[src/rtl/trs_normalizer.sv]
module trs_normalizer #(
  parameter int W = 10,
  parameter int LSBS = 2
) (
  input  logic         clk,
  input  logic         rst,
  input  logic         bypass_i,
  input  logic [W-1:0] word_i,
  output logic [W-1:0] word_o,
  output logic         resv_o
);
  localparam int HI = W - LSBS;

  logic [W-1:0] cap_q;
  logic         byp_q;
  logic         lo_hit, hi_hit, hit;

  assign lo_hit = (cap_q[W-1:LSBS] == '0);
  assign hi_hit = (cap_q[W-1:LSBS] == {HI{1'b1}});
  assign hit    = !byp_q && (lo_hit || hi_hit);

  always_ff @(posedge clk) begin
    if (rst) begin
      cap_q <= '0;
      byp_q <= 1'b1;
    end else begin
      cap_q <= word_i;
      byp_q <= bypass_i;
    end
  end

  always_ff @(posedge clk) begin
    if (rst) begin
      word_o <= '0;
      resv_o <= 1'b0;
    end else begin
      word_o <= hit ? {cap_q[W-1:LSBS], {LSBS{hi_hit}}} : cap_q;
      resv_o <= hit;
    end
  end
endmodule


[config.mk]
export PLATFORM = sky130hd
export DESIGN_NAME = trs_normalizer
export DESIGN_NICKNAME = d
export VERILOG_FILES = /design/src/rtl/trs_normalizer.sv
export SDC_FILE = /design/constraint.sdc
export NUM_CORES = 1
export LEC_CHECK = 0
export ABC_CLOCK_PERIOD_IN_PS = 2550
export BUFFER_PORTS_ARGS = -buffer_cell sky130_fd_sc_hd__buf_2
export CORE_MARGIN = 2
export CORE_UTILIZATION = 23
export CTS_CLUSTER_SIZE = 40
export DETAILED_ROUTE_END_ITERATION = 8
export SLEW_MARGIN = 0
export SYNTH_ARGS = -nofsm -noshare
export SYNTH_HDL_FRONTEND = slang
export SYNTH_SLANG_ARGS = --single-unit
[constraint.sdc]
create_clock -name clk -period 2.55 [get_ports clk]
set_input_delay 0.1275 -clock clk [delete_from_list [all_inputs] [get_ports clk]]
set_output_delay 0.1275 -clock clk [all_outputs]
set_load 0.02 [all_outputs]
==> reports/metrics.cfg <==
[clocking]
clock_tree.htree_level_count=1
clock-sinks=22
cts.reportedPaths.clkPinSlew_ns=0.11
ctsLongestPathBuffers=2
cts_resized=0
root_buffer=clkbuf_4
cts_tree=yes
cts_buffers=3
post_cts_hold_buffer_count=1
clock_latency_ns=0.29
cts_post_setup_buffers_inserted=0

[layout]
n_fill_cell=293
drive_above_1_share=0.341
area_growth_pct=32.2
final_common_cell=buf_2
n_antenna_cell=0
final_cell_mix=23 x buf_2, 22 x dfxtp_1, 18 x nor2b_1
design.final.nets=96

[grt]
grt_usage=0.0721
globalRoute.busiestLayer=met2
via_count_of_the_first_global_routing_pass=445
groute.layer.met1.usage=0.0778
number_of_antenna_violations_at_the_first_check_in_global_routing=0
grtUsageMet3=0.0249
grt_pass1_wl_um=1790
globalRoute.totalOverflow=0
grt_start_max_net_pins=23
globalRouteMet2Util=0.118

[route]
detail_route.iter0.violations=3
drt_pass1_iterations=3
routed_wire_length_per_instance_um=9.19
ant_nets=0
post_drt_via_cell_ratio=4.00
route.final.wire_length_um=1040
detail_route.drc_violations=0
route.vias.total=452

[run]
maxCapViolations=0

[timing]
timing.slew.headroom=0.769
tightest_slew_ns=0.347
final.setup_skew_ns=0.00285
finalCritPeriodShare=0.525
finalSetupTns_ns=0
setup_viols_final=0
layout_min_cycle_time_ns=1.34
unrepaired_setup_endpoints_after_global_routing=no
timing.fmax_mhz=747
hold_viol=0
report.final.slew_viol_count=0

[synthesis]
mappedNetlistArea_sq_um=648
synth_area_per_cell_sq_um=11.6
ys.warnings.count=0
synth.net_count=69
flip_flop_and_latch_count_after_synthesis=22
syn-instance-count=56
post_synth_num_cell_types=12
register_area_share_after_synthesis=0.680

[power_and_ir_drop]
clock_power_share=0.382
swShare=0.188
total_switching_power_uw=125
power.density_nw_per_um2=777
ir_drop_v=0.000372
combinationalPowerShare=0.068
seq_power_share=0.550
fin_total_pwr_uw=666
total_leakage_power_uw=0.000378
internal_power_uw=541

[placement]
hpwl_detailed_um=805
gp_congestion=0.642
buffer_ports.inserted=23

[worst_hold_path]
worstHoldPathType=in -> reg
worst_hold_startpoint=word_i[5]

[run_status]
outcome=finished clean

[setup_path]
startpoint_type=flip-flop
cp_slowest_cell=or4_4
critical_path.max_fanout=3
cp_num_buf_inv=0
cp_data_required_time_ns=2.73
regToRegStartpoint=cap_q[9]
critical_path.top_delay_family=simple AND/OR/NAND/NOR gates
worst_path_largest_cell_delay_ns=0.54
worst-setup-path-type=reg -> reg
start_point_of_the_critical_path=cap_q[9]
endpoint_arrival_time_on_the_critical_path_ns=1.52
setup_crit_end_kind=flip-flop
worstPathCellList=or4_4 -> o31ai_1 -> a21oi_1

[floorplanning]
num_rows=19
io_pins=24
fp.coreArea_sq_um=2710
die_height_um=57.1
die_area_sq_um=3260
initial_standard_cell_utilization_of_the_core=0.239
horizontal_die_dimension_um=57.1

==> per-stage QoR <==
| stage | utilization | hold slack, ns | setup slack, ns | area (sq um) | cells |
|---|---|---|---|---|---|
| 2_1_floorplan | - | 0.199 | 1.29 | 648 | 56 |
| 3_3_place_gp | 0.293 | 0.314 | 1.27 | 795 | 108 |
| 3_5_place_dp | 0.293 | 0.308 | 1.22 | 795 | 108 |
| 4_1_cts | 0.316 | 0.0198 | 1.20 | 857 | 113 |
| 5_1_grt | 0.316 | 0.0342 | 1.08 | 857 | 113 |
| 6_report | 0.316 | 0.0305 | 1.21 | 857 | 113 |
==> logic make-up (layout without fill, tap and decap cells) <==
| family | after synthesis | in the layout | synth area share |
|---|---|---|---|
| simple gates | 27 | 27 | 0.259 |
| flops | 22 | 22 | 0.680 |
| buf+inv | 2 | 28 | 0.0116 |
| compound gates | 5 | 5 | 0.0502 |
==> state kept, by name (all words and copies together) (netlist names) <==
register  cells
cap_q        10
resv_o        1
word_o       10
byp_q         1
==> cell usage after synthesis <==
cell type | instances | area [sq um]
a21oi_1 | 2 | 10.0
clkbuf_1 | 2 | 7.51
dfxtp_1 | 22 | 440
nand4_1 | 2 | 12.5
nor2_1 | 3 | 11.3
nor2b_1 | 18 | 113
o21a_1 | 1 | 7.51
o31ai_1 | 2 | 15.0
or2_1 | 1 | 6.26
or3_1 | 1 | 6.26
or4_1 | 1 | 7.51
or4_4 | 1 | 11.3
==> cell type report <==
cell class | count | area [sq um] | share of cell area
flip-flops and latches | 22 | 440 | 0.514
multi-input cells | 32 | 200 | 0.234
repair buffers | 24 | 125 | 0.146
well taps | 31 | 38.8 | 0.0453
clock inverters | 1 | 30.0 | 0.0350
clock buffers | 3 | 22.5 | 0.0263
==> routing by layer <==
metal / wire [um] / vias up / share of wire
met5: 0 / - / 0
met4: 11 / 0 / 0.011
met3: 79 / 2 / 0.076
met2: 508 / 13 / 0.49
met1: 438 / 200 / 0.42
li1: - / 237 / -
==> worst reg2reg max path: stages, from the launching register on <==
cell,delay (ns)
dfxtp_1,0.34
or4_4,0.54
o31ai_1,0.25
a21oi_1,0.10
==> power groups by stage <==
| stage | Sequential, uW | Combinational [uW] | Clock [uW] |
|---|---|---|---|
| floorplan | 381 | 19.2 | 0 |
| global placement | 374 | 44.2 | 0 |
| detailed placement | 375 | 44.9 | 0 |
| CTS | 367 | 46.3 | 263 |
| global route | 369 | 51.0 | 279 |
| finish | 366 | 45.3 | 254 |
==> final timing paths <==
kind | to | slack (ns) | cells after the start
min | cap_q[5] | 0.03 | 2
min reg2reg | word_o[1] | 0.47 | 2
max reg2reg | word_o[0] | 1.21 | 3
max | word_o[0] | 1.21 | 3
No activity file was read; power rests on OpenSTA's default activity.
